**src/rtl/spi_eeprom_slave.sv**
```systemverilog
module spi_eeprom_slave #(
  parameter int AW = 6,
  parameter int WR_CYC = 2000
) (
  input  logic clk,
  input  logic rst_n,
  input  logic cs_n,
  input  logic sck,
  input  logic si,
  input  logic hold_n,
  output logic so,
  output logic so_oe
);
  localparam int DEPTH = 1 << AW;
  localparam int CW = $clog2(WR_CYC + 1);
  localparam int SW = (AW - 1 > 7) ? AW - 1 : 7;
  localparam logic [2:0] PH_IDLE = 3'd0, PH_OPC = 3'd1, PH_ADR = 3'd2,
                         PH_DAT = 3'd3, PH_IGN = 3'd4;
  localparam logic [2:0] OP_SET = 3'b110, OP_CLR = 3'b100, OP_RDS = 3'b101,
                         OP_WRS = 3'b001, OP_RD = 3'b011, OP_WR = 3'b010;

  logic [1:0] cs_p, sck_p, si_p, hold_p;
  logic cs_d, sck_d;
  wire cs_s = cs_p[1];
  wire sck_s = sck_p[1];
  wire si_s = si_p[1];
  wire hold_s = hold_p[1];

  always_ff @(posedge clk or negedge rst_n)
    if (!rst_n) begin
      cs_p <= 2'b11; sck_p <= 2'b00; si_p <= 2'b00; hold_p <= 2'b11;
      cs_d <= 1'b1; sck_d <= 1'b0;
    end else begin
      cs_p <= {cs_p[0], cs_n};
      sck_p <= {sck_p[0], sck};
      si_p <= {si_p[0], si};
      hold_p <= {hold_p[0], hold_n};
      cs_d <= cs_s;
      sck_d <= sck_s;
    end

  logic [2:0] ph, op;
  logic [3:0] cnt;
  logic [SW-1:0] sh;
  logic [AW-1:0] addr;
  logic [7:0] tx;
  logic so_q, xmit, paused, wel, wpen, pend;
  logic [1:0] bp;
  logic [CW-1:0] bcnt;
  logic [7:0] mem [DEPTH];

  wire busy = (bcnt != '0);
  wire cs_fall = ~cs_s & cs_d;
  wire cs_rise = cs_s & ~cs_d;
  wire live = ~cs_s & ~paused & (ph == PH_OPC || ph == PH_ADR || ph == PH_DAT);
  wire rx_edge = live & sck_s & ~sck_d;
  wire tx_edge = live & ~sck_s & sck_d;
  wire [7:0] byte_in = {sh[6:0], si_s};
  wire [AW-1:0] addr_in = {sh[AW-2:0], si_s};
  wire [AW-1:0] addr_nx = addr + 1'b1;
  wire [7:0] stat = busy ? 8'hFF : {wpen, 3'b000, bp, wel, 1'b0};

  assign so = so_q;
  assign so_oe = ~cs_s & ~paused & xmit;

  always_ff @(posedge clk or negedge rst_n)
    if (!rst_n) begin
      ph <= PH_IDLE; op <= '0; cnt <= '0; sh <= '0; addr <= '0; tx <= '0;
      so_q <= 1'b0; xmit <= 1'b0; paused <= 1'b0; wel <= 1'b0; wpen <= 1'b0;
      pend <= 1'b0; bp <= '0; bcnt <= '0;
      for (int i = 0; i < DEPTH; i++) mem[i] <= '0;
    end else begin
      if (busy) bcnt <= bcnt - 1'b1;
      if (cs_fall) begin
        ph <= PH_OPC; cnt <= '0; xmit <= 1'b0; paused <= 1'b0;
      end else if (cs_rise) begin
        ph <= PH_IDLE; xmit <= 1'b0; paused <= 1'b0;
        if (pend) begin
          pend <= 1'b0; wel <= 1'b0; bcnt <= CW'(WR_CYC);
        end
      end else begin
        if (!cs_s && !sck_s) paused <= ~hold_s;
        if (rx_edge) begin
          sh <= {sh[SW-2:0], si_s};
          cnt <= cnt + 1'b1;
          case (ph)
            PH_OPC: if (cnt == 4'd7) begin
              cnt <= '0;
              op <= byte_in[2:0];
              if (byte_in[7:4] != 4'd0 || (busy && byte_in[2:0] != OP_RDS))
                ph <= PH_IGN;
              else
                case (byte_in[2:0])
                  OP_SET: begin wel <= 1'b1; ph <= PH_IGN; end
                  OP_CLR: begin wel <= 1'b0; ph <= PH_IGN; end
                  OP_RDS: begin tx <= stat; xmit <= 1'b1; ph <= PH_DAT; end
                  OP_WRS: ph <= wel ? PH_DAT : PH_IGN;
                  OP_RD:  ph <= PH_ADR;
                  OP_WR:  ph <= wel ? PH_ADR : PH_IGN;
                  default: ph <= PH_IGN;
                endcase
            end
            PH_ADR: if (cnt == 4'd15) begin
              cnt <= '0;
              addr <= addr_in;
              ph <= PH_DAT;
              if (op == OP_RD) begin
                tx <= mem[addr_in];
                xmit <= 1'b1;
              end
            end
            PH_DAT: if (cnt == 4'd7) begin
              cnt <= '0;
              case (op)
                OP_RDS: tx <= stat;
                OP_RD: begin addr <= addr_nx; tx <= mem[addr_nx]; end
                OP_WR: begin mem[addr] <= byte_in; addr <= addr_nx; pend <= 1'b1; end
                default: begin
                  wpen <= byte_in[7]; bp <= byte_in[3:2]; pend <= 1'b1; ph <= PH_IGN;
                end
              endcase
            end
            default: ;
          endcase
        end
        if (tx_edge && xmit) so_q <= tx[3'd7 - cnt[2:0]];
      end
    end
endmodule

```
**config.mk**
```make
export PLATFORM = sky130hd
export DESIGN_NAME = spi_eeprom_slave
export DESIGN_NICKNAME = d
export VERILOG_FILES = /design/src/rtl/spi_eeprom_slave.sv
export SDC_FILE = /design/constraint.sdc
export NUM_CORES = 1
export LEC_CHECK = 0
export BUFFER_PORTS_ARGS = -buffer_cell sky130_fd_sc_hd__buf_4
export CAP_MARGIN = 20
export CORE_ASPECT_RATIO = 1.75
export CORE_MARGIN = 10
export CORE_UTILIZATION = 48
export DETAILED_ROUTE_END_ITERATION = 8
export PLACE_DENSITY = 0.68
export SLEW_MARGIN = 20
export SYNTH_ARGS = -nofsm -noshare
export SYNTH_HDL_FRONTEND = slang
export SYNTH_SLANG_ARGS = --single-unit
```
**constraint.sdc**
```tcl
create_clock -name clk -period 3.8 [get_ports clk]
set_input_delay 0.38 -clock clk [delete_from_list [all_inputs] [get_ports clk]]
set_output_delay 0.38 -clock clk [all_outputs]
set_load 0.02 [all_outputs]
```
* After elaboration in Yosys (flattened, before gate mapping)
Index checks and enable logic that the tools add are counted.
** Word-level totals
- Register bits after elaboration :: 572
- Bits in latches :: 0
- RAM bits :: 0
- ROM bits :: 0
- Bits of input ports :: 6
- Output and inout port bits :: 2
- Logic and storage cells :: 257
- Memories :: 0
** Operators by class
- $add $sub $neg :: 4
- Multiply operators :: 0
- Div/mod/pow operators :: 0
- $lt $le $gt $ge :: 5
- Eq/ne operators :: 34
- Shift operators :: 0
- Muxes and demuxes :: 70
- Bitwise operators :: 21
- Reductions and logical operators :: 39
** Operators by type and width (number)
- $bwmux 512 :: 1
- $bmux 8 s6 :: 2
- $mux 8 :: 12
- $demux 8 s6 :: 1
- $mux 11 :: 4
- $mux 3 :: 10
- $pmux 8 s3 :: 1
- $mux 1 :: 23
- $ge 7x7->1 const B :: 3
- $not 6->7 :: 3
- $reduce_and 7->1 :: 3
- $mux 4 :: 5
- $ne 4x3->1 const B :: 5
- $eq 3x2->1 const B :: 6
- $mux 6 :: 3
- $reduce_and 6->1 :: 3
- $pmux 8 s2 :: 1
- $eq 3x3->1 const B :: 4
- $ne 2x1->1 const B :: 6
- $pmux 3 s4 :: 1
- $pmux 6 s2 :: 1
- $reduce_bool 2->1 :: 6
- $reduce_bool 3->1 :: 4
- $reduce_and 11->1 :: 1
- other kinds (30) :: 64

* Depth between registers and ports, before layout
Gate-level depths: netlist of run 1.
- Depth after elaboration :: 9
- Mapped depth :: 11
- Mapped depth without buffers :: 9

* Least setup slack after synthesis of run 1
OpenSTA, ideal clock, no wires.
- Path type :: register -> register
- Start point :: register cs_p[1]
- End point :: register mem[100] (netlist bit)
- Setup time :: 125 ps
- Arrival :: 2994 ps
- Required time :: 3675 ps
- Slack :: 681 ps
- Cell stages (with the launch flop) :: 10
- Path buffers :: 0
- Period minus slack after synthesis :: 3119 ps
- Path through :: dfstp_2 -> inv_1 -> ha_1 -> or4b_4 -> nor4_4 -> nand3_4 -> nor2_4 -> nand3_4 -> nor2_8 -> mux2_2
** Between the ends
- Longest elaborated chain between the ends :: 6
- Elaborated cells between the ends (all ways) :: 10
- Classes of those cells :: 9 x bitwise; 1 x reduce/logical
** Ends and longest elaborated chain
- start, declared :: RTL line 22 : logic [1:0] cs_p, sck_p, si_p, hold_p;
- start signal, assigned :: RTL line 34 : cs_p <= {cs_p[0], cs_n};
- $not 1->1 :: RTL line 53, 55
- $and 1x1->1 (2 in a row) :: RTL line 55 : wire live = ~cs_s & ~paused & (ph == PH_OPC || ph == PH_ADR || ph == PH_DAT);
- $and 1x1->1 (2 in a row) :: RTL line 56 : wire rx_edge = live & sck_s & ~sck_d;
- $reduce_and 6->1 (no source line) (*)
- end signal, assigned by index :: RTL line 117 : OP_WR: begin mem[addr] <= byte_in; addr <= addr_nx; pend <= 1'b1; end
- end, declared :: RTL line 50 : logic [7:0] mem [DEPTH];
Every way passes the cells marked *; elsewhere a longest branch is shown, timed or not.
A chain may end at the register's enable or synchronous reset.

* Final worst setup path of run 1
- Start point :: register cs_p[1]
- End point :: register mem[197] (netlist bit)
The elaborated chain is that of the path after synthesis.

==> metrics.md, run 1 <==
| Metric | Value |
|---|---|
| Result of the run | `completed` |
| Initial antenna violation count | `0` |
| Tot GR Track Use | `24.82%` |
| Rel. slew slack | `23.87%` |
| Main area contributors after synthesis | `dfrtp_1, mux4_2, mux2_2` |
| Area Growth Syn to Fin | `10.79%` |
| Worst endpoint required time | `4.30 ns` |
| Placer's final routability congestion estimate | `0.9968` |
| IO Port Bufs | `7` |
| RSZ-0062 raised after global routing | `false` |
| Area of the multi-input gates | `16100 um2` |
| Leak Pwr | `15.59 nW` |
| CP Class | `flop to flop` |
| CP Launch Point | `cs_p[1]` |
| Share of cells above drive strength 1 | `48.64%` |
| Most frequent cells in the layout | `dfrtp_1, mux2_2, mux4_2` |
| IO Count | `8` |
| Arr. time, crit path | `4.03 ns` |
| Tmin final | `3.533 ns` |
| Clk_skew | `0.02022 ns` |
| Later-pin clock latency in the skew report | `0.61 ns` |
| Fin area | `34570 um2` |
| Ys flop type | `dfrtp_1` |
| Total Nets Final | `2209` |
| Max FO, Critical Path | `8` |
| Synthesized net count | `2182` |
| Async SR Flop Fraction | `100.0%` |
| Die Area | `76010 um2` |
| Warnings, synthesis | `0` |
| N_diodes | `0` |
| Fillcell total | `5218` |
| Reg2reg end | `mem[197]` |
| Register area share after synthesis | `45.89%` |
| CP Capture Type | `flop` |
| Part of the cycle the worst path needs | `92.99%` |
| Rows | `123` |
| Initial core utilization | `48.51%` |
| Die Y-Extent | `357.3 um` |
| Post-Route WL | `92560 um` |
| Worst slew pin tran | `1.142 ns` |
| Kind of start point of the critical path | `flop` |
| Hold Violations, Final | `0` |
| Reg-to-reg setup timing slack | `0.27 ns` |
| Register area | `14340 um2` |
| Max clock buf depth | `3` |
| Congestion Overflow GR | `0` |
| Post-Syn Area per Cell | `14.38 um2` |
| CORE AREA | `64330 um2` |
| Peak VDD IR | `319.3 uV` |
| Synthesized flop and latch total | `572` |
| PwrDens | `367.2 nW/um2` |
| Antenna Nets Post-Route | `0` |
| DR iter-0 viols | `1799` |
| Dpl hpwl | `65490 um` |
| Post-synth EDFFs | `0` |
| Vias | `19983` |
| Setup TNS | `0 ns` |
| Post-DR vias/cell | `6.558` |
| Max-cap violation count | `0` |
| TritonCTS buffer count | `52` |
| Syn Std Cell Area | `31200 um2` |
| Clock root buffer master | `clkbuf_16` |
| # DRC | `0` |
| Largest net degree at the start of global routing | `104` |
| Max Transition Viols Final | `0` |
| Worst R2R Start | `cs_p[1]` |
| R2r worst-path depth | `9` |
| Placed Area | `32820 um2` |
| Worst Setup EP | `mem[197]` |
| Clock transition at the registers of the reported paths | `0.07 ns` |
| CTS H-tree depth | `2` |
| Number of global-route vias before repair | `21246` |
| First-pass GRT wire length | `140900 um` |
| CTS tree | `built` |
| Yosys cell types | `74` |
| DR WL/cell | `30.38 um` |
| Most common cell after layout, fill and taps aside | `dfrtp_1` |
| Die width | `212.7 um` |
| Top-area cell type share of the netlist area | `45.47%` |
| Pre-Repair DR Iteration Count | `5` |
| Final setup vio count | `0` |
| Post-Synthesis Cells | `2170` |
| HP Class | `flop to flop` |
| Clock sink total | `572` |
| Yosys top cell by area | `dfrtp_1` |
| Max Freq | `0.2830 GHz` |
-- per-layer routing --
layer | share of wire, % | global-route usage [%] | vias up
li1 | - | - | 8373
met1 | 36 | 28.15 | 10625
met2 | 52 | 42.58 | 723
met3 | 4.5 | 2.796 | 262
met4 | 8.4 | 18.22 | 0
met5 | 0 | 0 | -
-- worst max-delay path: stages, from the launching register on --
cell	delay, ns
dfstp_2	0.59
inv_1	0.07
ha_1	0.35
or4b_4	0.50
nor4_4	0.35
nand3_4	0.23
nor2_4	0.22
and2_1	0.30
nand2_1	0.38
mux2_2	0.41
-- flip-flops by register name, indices dropped and copies added (netlist names) --
register  flops
wel           1
cnt           4
op            3
tx            8
sck_d         1
mem         512
so            1
wpen          1
si_p          2
hold_p        2
addr          6
ph            3
xmit          1
cs_p          2
sck_p         2
sh            7
paused        1
pend          1
bp            2
cs_d          1
bcnt         11
-- where the power goes --
group / switching (mW) / leakage (nW) / total (mW) / internal [mW]
registers: 0.164 / 7.92 / 6.34 / 6.17
logic: 0.606 / 6.83 / 0.983 / 0.378
clock network: 2.40 / 0.838 / 5.37 / 2.98
total: 3.16 / 15.6 / 12.7 / 9.53
-- area by class of cell --
class	count	share of cell area, %
Inverter	13	0.1411
Tap cell	812	2.939
Clock buffer	73	4.372
Multi-Input combinational cell	1407	46.56
Clock inverter	19	0.5573
Timing Repair Buffer	151	3.952
Sequential cell	572	41.48
-- cell usage after synthesis (8+ instances only) --
library cell and instances:
dfrtp_1 567, mux2_2 506, mux4_2 255, clkbuf_1 103, mux2i_1 87, nand2_1 76, o21ai_0 61, buf_2 52
nor2_1 47, nor2_2 30, nor3_1 30, a21oi_1 27, a221oi_1 27, nand2b_1 18, a22oi_1 17, nor2_8 17
nand3_1 16, buf_1 13, inv_1 12, nor3b_1 12, a31oi_1 10, nor2b_1 10, a211oi_1 9, and2_1 9
or3_1 9, buf_4 8, mux2_1 8, nand2_2 8, nand3b_1 8, nor4_1 8
-- kinds of logic (layout without fill, tap and decap cells) --
group,Yosys count,count (layout),share of synthesized area [%]
fa+ha+maj,6,6,0.2406
mux,856,856,39.74
simple gates,338,338,6.917
buf+inv,191,256,2.650
xor+xnor,13,13,0.4130
flops,572,572,45.89
compound gates,194,194,4.146
-- stage by stage --
stage                     utilization (%)  std cells  hold slack [ns]  power, mW  setup WS (ns)
after global routing                53.74       3047           0.3698      13.11         0.1519
after detailed placement            51.02       2950           0.3355      7.428         0.3308
after floorplan                         -       2170          0.08441      7.001         0.6809
final                               53.74       3047           0.3624      12.69         0.2665
after CTS                           53.74       3047           0.3623      12.78         0.3114
after global placement              51.02       2950           0.3469      7.398         0.3644
-- worst min path at each step --
stage | start | to | slack (ns) | depth (start not counted)
after floorplan | rst_n | addr[0] | 0.08 | 0
after global placement | sck_p[0] | sck_p[1] | 0.35 | 0
after detailed placement | si_p[0] | si_p[1] | 0.34 | 0
after CTS | si_p[0] | si_p[1] | 0.36 | 0
after global routing | cs_p[0] | cs_p[1] | 0.37 | 0
final | si_p[0] | si_p[1] | 0.36 | 0
-- repair_timing --
action | 4_1_cts | 5_1_grt
setup buffers | 0 | 0
resized for setup | 0 | 0
hold buffers | 5 | 0
hold endpoints to repair | 93 | 0
endpoints found under the setup margin | 0 | 0
(Power assumes the default switching activity.)
==> run 2: changes to the inputs <==
--- a/config.mk
+++ b/config.mk
@@ -5,6 +5,7 @@
 export SDC_FILE = /design/constraint.sdc
 export NUM_CORES = 1
 export LEC_CHECK = 0
+export ABC_AREA = 1
 export BUFFER_PORTS_ARGS = -buffer_cell sky130_fd_sc_hd__buf_4
 export CAP_MARGIN = 20
 export CORE_ASPECT_RATIO = 1.75
@@ -12,6 +13,7 @@
 export CORE_UTILIZATION = 48
 export DETAILED_ROUTE_END_ITERATION = 8
 export PLACE_DENSITY = 0.68
+export RECOVER_POWER = 25
 export SLEW_MARGIN = 20
 export SYNTH_ARGS = -nofsm -noshare
 export SYNTH_HDL_FRONTEND = slang
==> run 2 against run 1 <==
The flow now finishes with violations (capacitance limit, slew limit); critical path type unchanged; register-to-register slack better by 0.43 ns; count of clock-buffer cells in the layout grew 2; sequential share of layout area is 0.13 points lower.
==> metrics.md, run 2 <==
| Metric | Value |
|---|---|
| Result of the run | `finished, violations left` |
| Failing checks | `capacitance limit, slew limit` |
| Cells along the critical path | `ha_4 > xnor2_2 > buf_12 > nand3_1 > nand3_1 > nand3_1 > nand3_1 > nand2_1 > nand2_1 > nand2_1 > nand2_1 > a21oi_1` |
| TritonCTS buffer count | `55 (+5.8%)` |
| CTS H-tree depth | `2 (unchanged)` |
| PwrDens | `422.5 nW/um2 (+15%)` |
| HP Class | `flop to flop` |
| Congestion Overflow GR | `0 (unchanged)` |
| Max Transition Viols Final | `76 (+76)` |
| Share of cells above drive strength 1 | `4.914% (-44 points)` |
| Register area share after synthesis | `45.19% (-0.70 points)` |
| Synthesized flop and latch total | `572 (unchanged)` |
| Switching portion of total power | `30.31% (+5.4 points)` |
| Dpl hpwl | `71520 um (+9.2%)` |
| Clock group share of total power | `40.6% (-1.7 points)` |
| Clock sink total | `572 (unchanged)` |
| Resize count post-CTS | `0 (unchanged)` |
| Power Internal | `10.21 mW (+7.1%)` |
| Pwr Total | `14.65 mW (+15%)` |
| Post-Route WL | `113200 um (+22%)` |
| Antenna Nets Post-Route | `0 (unchanged)` |
| Warnings, synthesis | `0 (unchanged)` |
| IO Port Bufs | `7 (unchanged)` |
| Family with the most delay on the worst path | `simple AND/OR/NAND/NOR gates` |
| Most common cell after layout, fill and taps aside | `nand2_1` |
| Largest register by flop count | `mem` |
| Hold Crit Endpoint | `hold_p[1]` |
| Post-DR vias/cell | `5.821 (-11%)` |
| Setup TNS | `0 ns (unchanged)` |
| Count leader, synth | `nand2_1` |
| Peak VDD IR | `300.1 uV (-6.0%)` |
| Commonest cells post-synth | `nand2_1, o21ai_0, dfrtp_1, nand3_1, inv_1` |
| Final core utilization | `53.07% (-0.67 points)` |
| Min-Delay Startpoint | `hold_p[0]` |
| Yosys cell types | `32 (-57%)` |
| Max clock buf depth | `3 (unchanged)` |
| CP max-delay cell | `xnor2_2` |
| Post-Syn Area per Cell | `6.959 um2 (-52%)` |
| Kind of start point of the critical path | `flop` |
| Max FO, Critical Path | `24 (+16)` |
| Largest net degree at the start of global routing | `154 (+48%)` |
| Yosys top cell by area | `dfrtp_1` |
| Top-area cell type share of the netlist area | `44.77% (-0.70 points)` |
| Met2 wire length | `54870 um (+15%)` |
| CTS tree | `built` |
| Total Nets Final | `4385 (+99%)` |
| CP Class | `flop to flop` |
| Fillcell total | `6458 (+24%)` |
| RSZ-0062 raised after global routing | `false` |
| Clk_skew | `0.01919 ns (-0.001030 ns)` |
| CP Capture Type | `flop` |
| Rows | `124 (+0.81%)` |
| Tmin final | `3.106 ns (-0.4270 ns)` |
| DR top layer | `met4` |
| Area Growth Syn to Fin | `9.381%` |
| Number of global-route vias before repair | `29305 (+38%)` |
| CTS Hold Bufs | `5 (unchanged)` |
| Synthesized net count | `4566 (+110%)` |
| Worst slew pin tran | `2.389 ns (+1.247 ns)` |
| Later-pin clock latency in the skew report | `0.65 ns (+0.04 ns)` |
| Reg2reg end | `tx[5]` |
| Max-cap violation count | `1 (+1)` |
| Net switching power figure | `4.439 mW (+40%)` |
| Initial core utilization | `48.52% (about the same)` |
| Max Freq | `0.3219 GHz (+14%)` |
| CP peak stage delay | `0.77 ns (+0.18 ns)` |
| Die width | `214.2 um (+0.70%)` |
| Async SR Flop Fraction | `100.0% (unchanged)` |
| Reg power frac | `43.5% (-6.4 points)` |
| Clock root buffer master | `clkbuf_16` |
| R2r worst-path depth | `12 (+3)` |
| DR iter-0 viols | `3354 (+86%)` |
| Clock transition at the registers of the reported paths | `0.07 ns (about the same)` |
| Register area | `14340 um2 (about the same)` |
| Leak Pwr | `15.17 nW (-2.7%)` |
| Syn Std Cell Area | `31690 um2 (+1.6%)` |
| Worst R2R Start | `addr[0]` |
| Part of the cycle the worst path needs | `81.75% (-11 points)` |
| IO Count | `8 (unchanged)` |
| Ys flop type | `dfrtp_1` |
| CP Buf/Inv Count | `1 (unchanged)` |
| Reg-to-reg setup timing slack | `0.69 ns (+0.43 ns)` |
| Most frequent cells in the layout | `nand2_1, o21ai_0, dfrtp_1` |
| Placer's final routability congestion estimate | `0.9857 (-1.1%)` |
| Pre-Repair DR Iteration Count | `6 (+1)` |
| Leading registers by flop count | `mem: 512 flops, bcnt: 11 flops, tx: 8 flops` |
| N_diodes | `0 (unchanged)` |
| Vias | `30839 (+54%)` |
| Initial antenna violation count | `0 (unchanged)` |
| Final setup vio count | `0 (unchanged)` |
| Die Y-Extent | `359.9 um (+0.73%)` |
| First-pass GRT wire length | `175200 um (+24%)` |
| Hold Violations, Final | `0 (unchanged)` |
| Tot GR Track Use | `28.94% (+4.1 points)` |
| CORE AREA | `65320 um2 (+1.5%)` |
| Max reg flops | `512 (unchanged)` |
| Hold Path Cell Cnt | `0 (unchanged)` |
| Worst endpoint required time | `4.32 ns (+0.02 ns)` |
| # DRC | `0 (unchanged)` |
| WL met3 | `8501 um (+100%)` |
| Die Area | `77110 um2 (+1.4%)` |
| Post-Synthesis Cells | `4554 (+110%)` |
| Area of the multi-input gates | `14940 um2 (-7.2%)` |
| Combinational share of power | `15.9% (+8.2 points)` |
| Rel. slew slack | `-59.24% (-83 points)` |
| Post-synth EDFFs | `0 (unchanged)` |
| DR WL/cell | `21.37 um (-30%)` |
| M1 WL | `41350 um (+26%)` |
| Arr. time, crit path | `3.63 ns (-0.40 ns)` |
| Main area contributors after synthesis | `dfrtp_1, nand2_1, o21ai_0` |
| Postcts setup bufs | `0 (unchanged)` |
run 2: through the flow:
| step | instance area, um2 | setup slack, ns | std cells | hold WS (ns) |
|---|---|---|---|---|
| global route | 34660 | 0.4805 | 5298 | 0.3589 |
| CTS | 34690 | 0.7903 | 5298 | 0.3530 |
| global placement | 32710 | 0.8167 | 5193 | 0.3384 |
| floorplan | 31690 | 1.474 | 4554 | 0.08441 |
| detailed placement | 32710 | 0.8176 | 5193 | 0.3370 |
| finish | 34660 | 0.6936 | 5298 | 0.3559 |
run 2: layer usage:
metal  up-vias  track usage (%)
li1      14513                -
met1     14485            33.48
met2      1435            48.44
met3       406            4.291
met4         0            20.71
met5         -                0
run 2: layout make-up:
type	count	share of cell area, %
flip-flops and latches	572	41.36
clock inverters	25	0.8410
inverters	320	3.527
well taps	882	3.184
multi-input cells	3322	43.09
clock buffers	75	4.714
repair buffers	102	3.285
run 2: logic make-up after synthesis:
logic type | after synthesis | synth area share (%)
and+or+nand+nor | 2339 | 30.31
adders and majority gates | 6 | 0.2369
DFF | 572 | 45.19
buffers and inverters | 660 | 7.845
xor gates and xnor gates | 4 | 0.1106
AOI/OAI and AO/OA | 973 | 16.31
run 2: power by group through the flow:
stage / Clock, mW / Sequential [mW] / Combinational (mW)
2_1_floorplan: 0 / 6.41 / 1.27
3_3_place_gp: 0 / 6.48 / 2.24
3_5_place_dp: 0 / 6.48 / 2.25
4_1_cts: 6.02 / 6.37 / 2.26
5_1_grt: 6.27 / 6.38 / 2.46
6_report: 5.95 / 6.37 / 2.33
run 2: worst max-delay path by stage:
stage	startpoint	endpoint	slack [ns]	cells after the start
floorplan	addr[1]	tx[6]	1.47	14
global placement	addr[0]	tx[0]	0.82	12
detailed placement	addr[0]	tx[0]	0.82	12
CTS	addr[0]	tx[0]	0.79	12
global route	rst_n	mem[180]	0.48	3
finish	addr[0]	tx[5]	0.69	12
